File: src/rtl/bootStrapPkg.sv
package bootStrapPkg;

  typedef enum logic [2:0] {
    SRC_SERIAL       = 3'd0,
    SRC_I2C          = 3'd1,
    SRC_FLASH_SHARED = 3'd2,
    SRC_FLASH_SPLIT  = 3'd3,
    SRC_SD           = 3'd4
  } bootSrc_e;

  typedef enum logic [1:0] {
    PULL_OFF  = 2'd0,
    PULL_DOWN = 2'd1,
    PULL_UP   = 2'd2
  } pull_e;

  localparam logic [1:0] CLS_FLOAT  = 2'd0;
  localparam logic [1:0] CLS_DOWN   = 2'd1;
  localparam logic [1:0] CLS_WEAKUP = 2'd2;
  localparam logic [1:0] CLS_STRONG = 2'd3;

  // strobes from control to datapath
  typedef struct packed {
    logic capOff;
    logic capDown;
    logic capUp;
    logic cntClr;
  } pathCtl_t;

endpackage

File: src/rtl/bootStrapPath.sv
module bootStrapPath
  import bootStrapPkg::*;
#(
  parameter int PIN_W       = 5,
  parameter int SET_W       = 8,
  parameter int TIMEOUT_CYC = 1000
) (
  input  logic               clk,
  input  logic               rstN,
  input  logic [PIN_W-1:0]   pinIn,
  input  logic [SET_W-1:0]   settleLen,
  input  pathCtl_t           ctl,
  output logic               settleHit,
  output logic               timeoutHit,
  output logic [PIN_W-1:0]   pinUp,
  output logic [2*PIN_W-1:0] strapClass
);

  localparam int TO_W  = $clog2(TIMEOUT_CYC + 1);
  localparam int CNT_W = (TO_W > SET_W) ? TO_W : SET_W;

  logic [CNT_W-1:0] cnt;
  logic [PIN_W-1:0] sOff, sDown, sUp;

  // shared cycle counter: settle windows and attempt budgets
  always_ff @(posedge clk or negedge rstN) begin
    if (!rstN)                      cnt <= '0;
    else if (ctl.cntClr)            cnt <= '0;
    else if (cnt != {CNT_W{1'b1}})  cnt <= cnt + CNT_W'(1);
  end

  assign settleHit  = (cnt == CNT_W'(settleLen));
  assign timeoutHit = (cnt == CNT_W'(TIMEOUT_CYC));

  always_ff @(posedge clk or negedge rstN) begin
    if (!rstN) begin
      sOff  <= '0;
      sDown <= '0;
      sUp   <= '0;
    end else begin
      if (ctl.capOff)  sOff  <= pinIn;
      if (ctl.capDown) sDown <= pinIn;
      if (ctl.capUp)   sUp   <= pinIn;
    end
  end

  logic classValid;
  always_ff @(posedge clk or negedge rstN) begin
    if (!rstN)          classValid <= 1'b0;
    else if (ctl.capUp) classValid <= 1'b1;
  end

  for (genvar k = 0; k < PIN_W; k++) begin : gPin
    logic [1:0] cls;
    always_comb begin
      if (!classValid)    cls = CLS_FLOAT;
      else if (sDown[k])  cls = CLS_STRONG;
      else if (!sUp[k])   cls = CLS_DOWN;
      else if (sOff[k])   cls = CLS_WEAKUP;
      else                cls = CLS_FLOAT;
    end
    assign strapClass[2*k +: 2] = cls;
    assign pinUp[k]             = cls[1];
  end

endmodule

File: src/rtl/bootStrapCtl.sv
module bootStrapCtl
  import bootStrapPkg::*;
#(
  parameter int PIN_W   = 5,
  parameter int RX_IDX  = 4,
  parameter int SEL_IDX = 2,
  parameter int CLK_IDX = 1,
  parameter int AUX_IDX = 0
) (
  input  logic             clk,
  input  logic             rstN,
  input  logic             settleHit,
  input  logic             timeoutHit,
  input  logic [PIN_W-1:0] pinUp,
  input  logic             ackIn,
  input  logic             failIn,
  output pathCtl_t         ctl,
  output logic [1:0]       pullMode,
  output logic             reqValid,
  output logic [2:0]       reqSrc,
  output logic             done,
  output logic [2:0]       bootSrc,
  output logic             longWait
);

  typedef enum logic [2:0] {
    ST_OFF, ST_DOWN, ST_UP, ST_DECIDE, ST_TRY, ST_DONE
  } state_e;

  state_e   state, stateNxt;
  bootSrc_e curSrc, curSrcNxt, resSrc, resSrcNxt;
  logic     longNxt, longReg;

  always_comb begin
    stateNxt  = state;
    curSrcNxt = curSrc;
    resSrcNxt = resSrc;
    longNxt   = longReg;
    ctl       = '0;
    unique case (state)
      ST_OFF: if (settleHit) begin
        ctl.capOff = 1'b1; ctl.cntClr = 1'b1; stateNxt = ST_DOWN;
      end
      ST_DOWN: if (settleHit) begin
        ctl.capDown = 1'b1; ctl.cntClr = 1'b1; stateNxt = ST_UP;
      end
      ST_UP: if (settleHit) begin
        ctl.capUp = 1'b1; ctl.cntClr = 1'b1; stateNxt = ST_DECIDE;
      end
      ST_DECIDE: begin
        ctl.cntClr = 1'b1;
        if (pinUp[RX_IDX]) begin
          resSrcNxt = SRC_SERIAL; stateNxt = ST_DONE;
        end else if (pinUp[SEL_IDX] && pinUp[CLK_IDX]) begin
          resSrcNxt = SRC_I2C; stateNxt = ST_DONE;
        end else if (pinUp[SEL_IDX]) begin
          curSrcNxt = SRC_FLASH_SHARED; stateNxt = ST_TRY;
        end else if (pinUp[AUX_IDX]) begin
          curSrcNxt = SRC_SD; stateNxt = ST_TRY;
        end else begin
          resSrcNxt = SRC_SERIAL; longNxt = 1'b1; stateNxt = ST_DONE;
        end
      end
      ST_TRY: begin
        if (ackIn) begin
          resSrcNxt = curSrc; stateNxt = ST_DONE;
        end else if (failIn || timeoutHit) begin
          ctl.cntClr = 1'b1;
          if (curSrc == SRC_FLASH_SHARED) begin
            curSrcNxt = SRC_FLASH_SPLIT;
          end else begin
            resSrcNxt = SRC_SERIAL; stateNxt = ST_DONE;
          end
        end
      end
      default: stateNxt = ST_DONE;
    endcase
  end

  always_ff @(posedge clk or negedge rstN) begin
    if (!rstN) begin
      state   <= ST_OFF;
      curSrc  <= SRC_SERIAL;
      resSrc  <= SRC_SERIAL;
      longReg <= 1'b0;
    end else begin
      state   <= stateNxt;
      curSrc  <= curSrcNxt;
      resSrc  <= resSrcNxt;
      longReg <= longNxt;
    end
  end

  always_comb begin
    unique case (state)
      ST_DOWN: pullMode = PULL_DOWN;
      ST_UP:   pullMode = PULL_UP;
      default: pullMode = PULL_OFF;
    endcase
  end

  assign reqValid = (state == ST_TRY);
  assign reqSrc   = curSrc;
  assign done     = (state == ST_DONE);
  assign bootSrc  = resSrc;
  assign longWait = longReg;

endmodule

File: src/rtl/bootStrapSelect.sv
module bootStrapSelect
  import bootStrapPkg::*;
#(
  parameter int PIN_W       = 5,
  parameter int SET_W       = 8,
  parameter int TIMEOUT_CYC = 1000
) (
  input  logic               clk,
  input  logic               rstN,
  input  logic [PIN_W-1:0]   pinIn,
  input  logic [SET_W-1:0]   settleLen,
  input  logic               ackIn,
  input  logic               failIn,
  output logic [1:0]         pullMode,
  output logic               reqValid,
  output logic [2:0]         reqSrc,
  output logic               done,
  output logic [2:0]         bootSrc,
  output logic               longWait,
  output logic [2*PIN_W-1:0] strapClass
);

  pathCtl_t         ctl;
  logic             settleHit, timeoutHit;
  logic [PIN_W-1:0] pinUp;

  bootStrapPath #(.PIN_W(PIN_W), .SET_W(SET_W), .TIMEOUT_CYC(TIMEOUT_CYC)) uPath (
    .clk(clk), .rstN(rstN), .pinIn(pinIn), .settleLen(settleLen), .ctl(ctl),
    .settleHit(settleHit), .timeoutHit(timeoutHit), .pinUp(pinUp),
    .strapClass(strapClass)
  );

  bootStrapCtl #(.PIN_W(PIN_W)) uCtl (
    .clk(clk), .rstN(rstN), .settleHit(settleHit), .timeoutHit(timeoutHit),
    .pinUp(pinUp), .ackIn(ackIn), .failIn(failIn), .ctl(ctl),
    .pullMode(pullMode), .reqValid(reqValid), .reqSrc(reqSrc), .done(done),
    .bootSrc(bootSrc), .longWait(longWait)
  );

endmodule

File: config.mk
export PLATFORM = sky130hd
export DESIGN_NAME = bootStrapSelect
export DESIGN_NICKNAME = d
export VERILOG_FILES = /design/src/rtl/bootStrapPkg.sv /design/src/rtl/bootStrapPath.sv /design/src/rtl/bootStrapCtl.sv /design/src/rtl/bootStrapSelect.sv
export SDC_FILE = /design/constraint.sdc
export NUM_CORES = 1
export LEC_CHECK = 0
export BUFFER_PORTS_ARGS = -buffer_cell sky130_fd_sc_hd__buf_4
export CAP_MARGIN = 20
export CORE_UTILIZATION = 40
export CTS_CLUSTER_DIAMETER = 30
export DETAILED_ROUTE_END_ITERATION = 8
export SLEW_MARGIN = 20
export SYNTH_ARGS = -nofsm -noshare
export SYNTH_HDL_FRONTEND = slang
export SYNTH_HIERARCHICAL = 1
export SYNTH_SLANG_ARGS = --single-unit
File: constraint.sdc
create_clock -name clk -period 2.12 [get_ports clk]
set_input_delay 0.424 -clock clk [delete_from_list [all_inputs] [get_ports clk]]
set_output_delay 0.424 -clock clk [all_outputs]
set_load 0.05 [all_outputs]
**Word-level counts from Yosys, hierarchy flattened**

Cells that the tools add are included.

- Add/subtract/negate cells: 1
- Equal/unequal tests: 22
- Multiplexer cells: 58
- Bitwise operators: 4
- Reduce and logical (&&, ||, !) cells: 10

Operators with widths:

| cell | count |
|---|---|
| 3-bit 2-to-1 mux | 23 |
| 2-bit 2-to-1 mux | 21 |
| 10-bit 2-to-1 mux | 2 |
| 3-bit case mux with 5 select lines | 1 |
| 5-bit AND reduction | 3 |
| 2-bit != test, second input constant | 6 |
| 3-bit case mux with 2 select lines | 2 |
| 10-bit by 1-bit adder with 10-bit output, second input constant | 1 |
| 10-bit equality test, second input constant | 1 |
| 10-bit by 8-bit equality test with 1-bit output | 1 |
| 10-bit != test, second input constant | 1 |
| 3-bit by 2-bit equality test with 1-bit output, second input constant | 3 |
| 4-bit by 3-bit != test with 1-bit output, second input constant | 2 |
| 1-bit 2-to-1 mux | 7 |
| 7-bit AND reduction | 1 |
| 3-bit equality test, second input constant | 2 |
| 3-bit != test, second input constant | 2 |
| 2-bit by 1-bit != test with 1-bit output, second input constant | 2 |
| 1-bit inverter | 4 |
| 1-bit case mux with 4 select lines | 1 |
| 2-bit case mux with 2 select lines | 1 |
| 2-bit nonzero test | 2 |
| 3-bit by 1-bit equality test with 1-bit output, second input constant | 1 |
| 3-bit logical NOT | 1 |
| other kinds (4) | 4 |

- Register bits: 36
- Output and inout bits: 21
- Logic and storage cells: 104

**Logic depth before layout (Yosys ltp)**

- Depth after elaboration: 9
- Depth in mapped cells: 10
- Mapped depth without buffers: 9

**Modules after synthesis**

The synthesis kept the hierarchy.

Modules (own cells, without submodules):

| module | times used | cells each | area an instance (um^2) | sequential area each (um^2) |
|---|---|---|---|---|
| bootStrapPath | 1 | 136 | 1432.6 | 650.6 |
| bootStrapCtl | 1 | 63 | 643.1 | 250.2 |

**Least setup slack after synthesis**

Ideal clock, no wire load.

- Path kind: flip-flop to flip-flop
- Start: reg uPath.cnt[2]
- End: reg uPath.sOff[0]
- Setup time: 0.125 ns
- Data arrival time: 2.223 ns
- Data required time: 1.995 ns
- Path slack: -0.228 ns
- Stages on the path, launching flop included: 8
- Buffers on the path: 1
- Path through: dfrtp_1 > buf_6 > xor2_1 > or3_1 > nor3_1 > nand2_1 > nor3_1 > mux2_2

RTL lines:

| item | RTL line | RTL |
|---|---|---|
| from (decl) | bootStrapPath.sv:22 | `logic [CNT_W-1:0] cnt;` |
| from (signal assigned) | bootStrapPath.sv:29 | `else if (cnt != {CNT_W{1'b1}}) cnt <= cnt + CNT_W'(1);` |
| to (signal assigned) | bootStrapPath.sv:41 | `if (ctl.capOff) sOff <= pinIn;` |
| to (decl) | bootStrapPath.sv:23 | `logic [PIN_W-1:0] sOff, sDown, sUp;` |

==> flow_metrics.env <==
export IMPL_status="complete, no violations"
export IMPL_antenna_left=0
export IMPL_cp_slowest_stage_delay_ns=0.39
export IMPL_via_per_inst=5.17
export IMPL_route_detailed_drc=0
export IMPL_synthesis_instances=199
export IMPL_rows=25
export IMPL_hold_viol=0
export IMPL_die_h_um=74.0
export IMPL_place_inst=304
export IMPL_overflow=0
export IMPL_hold_class="primary input to asynchronous set/reset pin"
export IMPL_clock_root_buffer="clkbuf_8"
export IMPL_synthTopCellsByCount="dfrtp_1, nand2_1, inv_1, mux2_2, nor2_1"
export IMPL_clock_skew_ns=0.00394
export IMPL_holdWs_ns=0.0914
export IMPL_cp_data_arrival_time_ns=2.16
export IMPL_cts_tree="built"
export IMPL_portBuffers=37
export IMPL_cts_resized=0
export IMPL_peakVddDrop_uv=482
export IMPL_drive_above_1_share=0.376
export IMPL_syn_area_per_cell_um2=10.4
export IMPL_cts_max_level=2
export IMPL_cp_data_required_time_ns=2.29
export IMPL_clk_latency_ns=0.28
export IMPL_worst_pin_slew_ns=0.468
export IMPL_diodes=0
export IMPL_hold_buffers=0
export IMPL_crit_path_start="uPath/cnt[2]$_DFFE_PN0P_"
export IMPL_crit_chain="xor2_1, or3_1, nor3_4, nand2_1, nor3_2, buf_4, mux2_2"
export IMPL_gp_congestion=0.813
export IMPL_cts_num_sinks=36
export IMPL_final_cells=312
export IMPL_die_area_mm2=0.00548
export IMPL_wl_per_cell_um=14.2
export IMPL_clk_pin_slew_ns=0.08
export IMPL_p_per_area_mw_per_mm2=1120
export IMPL_fmax_mhz=502
export IMPL_dp_hpwl_mm=3.25
export IMPL_initial_core_util=0.428
export IMPL_grt_pass1_wl_mm=7.41
export IMPL_drt_pass1_iterations=4
export IMPL_syn2layout_area_growth_pct=24.6
export IMPL_period_minus_slack_ns=1.99
export IMPL_period_share=0.939
export IMPL_drtIter0Drc=67
export IMPL_synthFlopType="dfrtp_1"
export IMPL_fin_nets=263
export IMPL_synth_most_common_cell="dfrtp_1"
export IMPL_leakage_nw=1.21
export IMPL_slew_viol_final=0
export IMPL_async_flop_share=1.00
export IMPL_grt_pass1_vias=1542
export IMPL_vias=1613
export IMPL_end_kind="flip-flop"
export IMPL_synth_seq_cells=36
export IMPL_rsz0062_at_grt="false"
export IMPL_max_cap_viol_count=0
export IMPL_numCtsBuffers=5
export IMPL_cpLargestDelayFamily="simple AND/OR/NAND/NOR gates"
export IMPL_worstPathMaxFanout=5
export IMPL_yosys_warnings=6
export IMPL_synth_top_area_share=0.434
export IMPL_p_total_w=0.00291
export IMPL_yosys_area_top_type="dfrtp_1"
export IMPL_crit_slowest_cell="dfrtp_1"
export IMPL_synth_edff_count=0
export IMPL_cp_start_kind="flip-flop"
export IMPL_crit_reg2reg_launch="uPath/cnt[2]$_DFFE_PN0P_"
export IMPL_maxSlewHeadroom=0.688
export IMPL_wirelength_mm=4.44
export IMPL_synth_distinct_cells=56
export IMPL_seq_area_frac_synth=0.434
export IMPL_syn_area_mm2=0.00208
export IMPL_track_usage=0.179
export IMPL_grt_max_degree=37
export IMPL_io_pin_count=38
export IMPL_cts_setup_buffers=0
export IMPL_crit_type="flip-flop to flip-flop"
export IMPL_die_width_um=74.0
export IMPL_syn_nets=218
export IMPL_finalSetupViolCount=0
export IMPL_core_area_mm2=0.00485
export IMPL_grt_antenna_before_repair=0
export IMPL_path_buf_inv=1
export IMPL_clock_tree_buffer_depth=2
export IMPL_synth_area_leaders="dfrtp_1, mux2_2, xnor2_1"
cells in the final DEF, fill, tap and decap left out, drive strengths merged, types with 4 or more instances in the layout:
master  instances
o21ai          12
a21boi          6
and4            5
a31oi           4
a21oi           9
xnor2           7
nand2          13
inv            12
nor2b           8
nor2           10
nand3           6
a211oi          4
mux2           13
dfrtp          36
nor3            4
clkbuf          7
buf            54
power breakdown:
group | internal (W) | switching, W
sequential | 0.000858 | 0.000210
clock | 0.000415 | 0.000251
combinational | 0.000496 | 0.000676
cell type report:
cell class | instances | area, µm²
Inverter | 12 | 45.0
Fill cell | 453 | 2260
Clock buffer | 7 | 96.3
Tap cell | 67 | 83.8
Sequential cell | 36 | 902
Timing Repair Buffer | 54 | 405
Clock inverter | 1 | 30.0
Multi-Input combinational cell | 135 | 1020
routing by layer:
layer	routed length [µm]	GRT usage	share of wire	up-vias
met2	2080	0.283	0.47	38
li1	-	-	-	802
met1	2140	0.244	0.48	769
met3	179	0.0379	0.040	4
met5	0	0	0	-
met4	40	0.0577	0.0090	0
logic make-up after synthesis:
group	Yosys count	share of synthesized area
AND/OR/NAND/NOR	61	0.189
AO/OA/AOI/OAI	51	0.172
flip-flops	36	0.434
buffers and inverters	28	0.0844
multiplexers	13	0.0741
XOR/XNOR	8	0.0338
adder cells (fa/ha/maj)	2	0.0121
per-stage QoR:
step | instance area [µm²] | utilization | setup WS [ns] | TNS (ns)
4_1_cts | 2570 | 0.530 | 0.0663 | 0
2_1_floorplan | 2090 | - | 0.00138 | 0
3_5_place_dp | 2440 | 0.504 | -0.0428 | -0.251
6_report | 2590 | 0.533 | 0.130 | 0
5_1_grt | 2590 | 0.533 | 0.0227 | 0
3_3_place_gp | 2440 | 0.504 | 0.00743 | 0
sequential cells by signal, indices dropped and copies added (netlist names):
signal	cells
uCtl/state	3
uPath/classValid	1
uCtl/bootSrc	3
uPath/sDown	5
uPath/sUp	5
uPath/cnt	10
uPath/sOff	5
uCtl/longWait	1
uCtl/reqSrc	3
final timing paths:
path	cells after the start	slack, ns	to
setup / recovery	7	0.13	uPath/sOff[1]$_DFFE_PN0P_
setup reg to reg	7	0.13	uPath/sOff[1]$_DFFE_PN0P_
hold reg to reg	1	0.48	uCtl/longWait$_DFFE_PN0P_
max in group asynchronous	1	1.67	uPath/cnt[0]$_DFFE_PN0P_
hold / removal	1	0.09	uCtl/longWait$_DFFE_PN0P_
min in group clk	3	0.37	uPath/sDown[2]$_DFFE_PN0P_
Note: power is estimated with default switching activity, not from simulation.
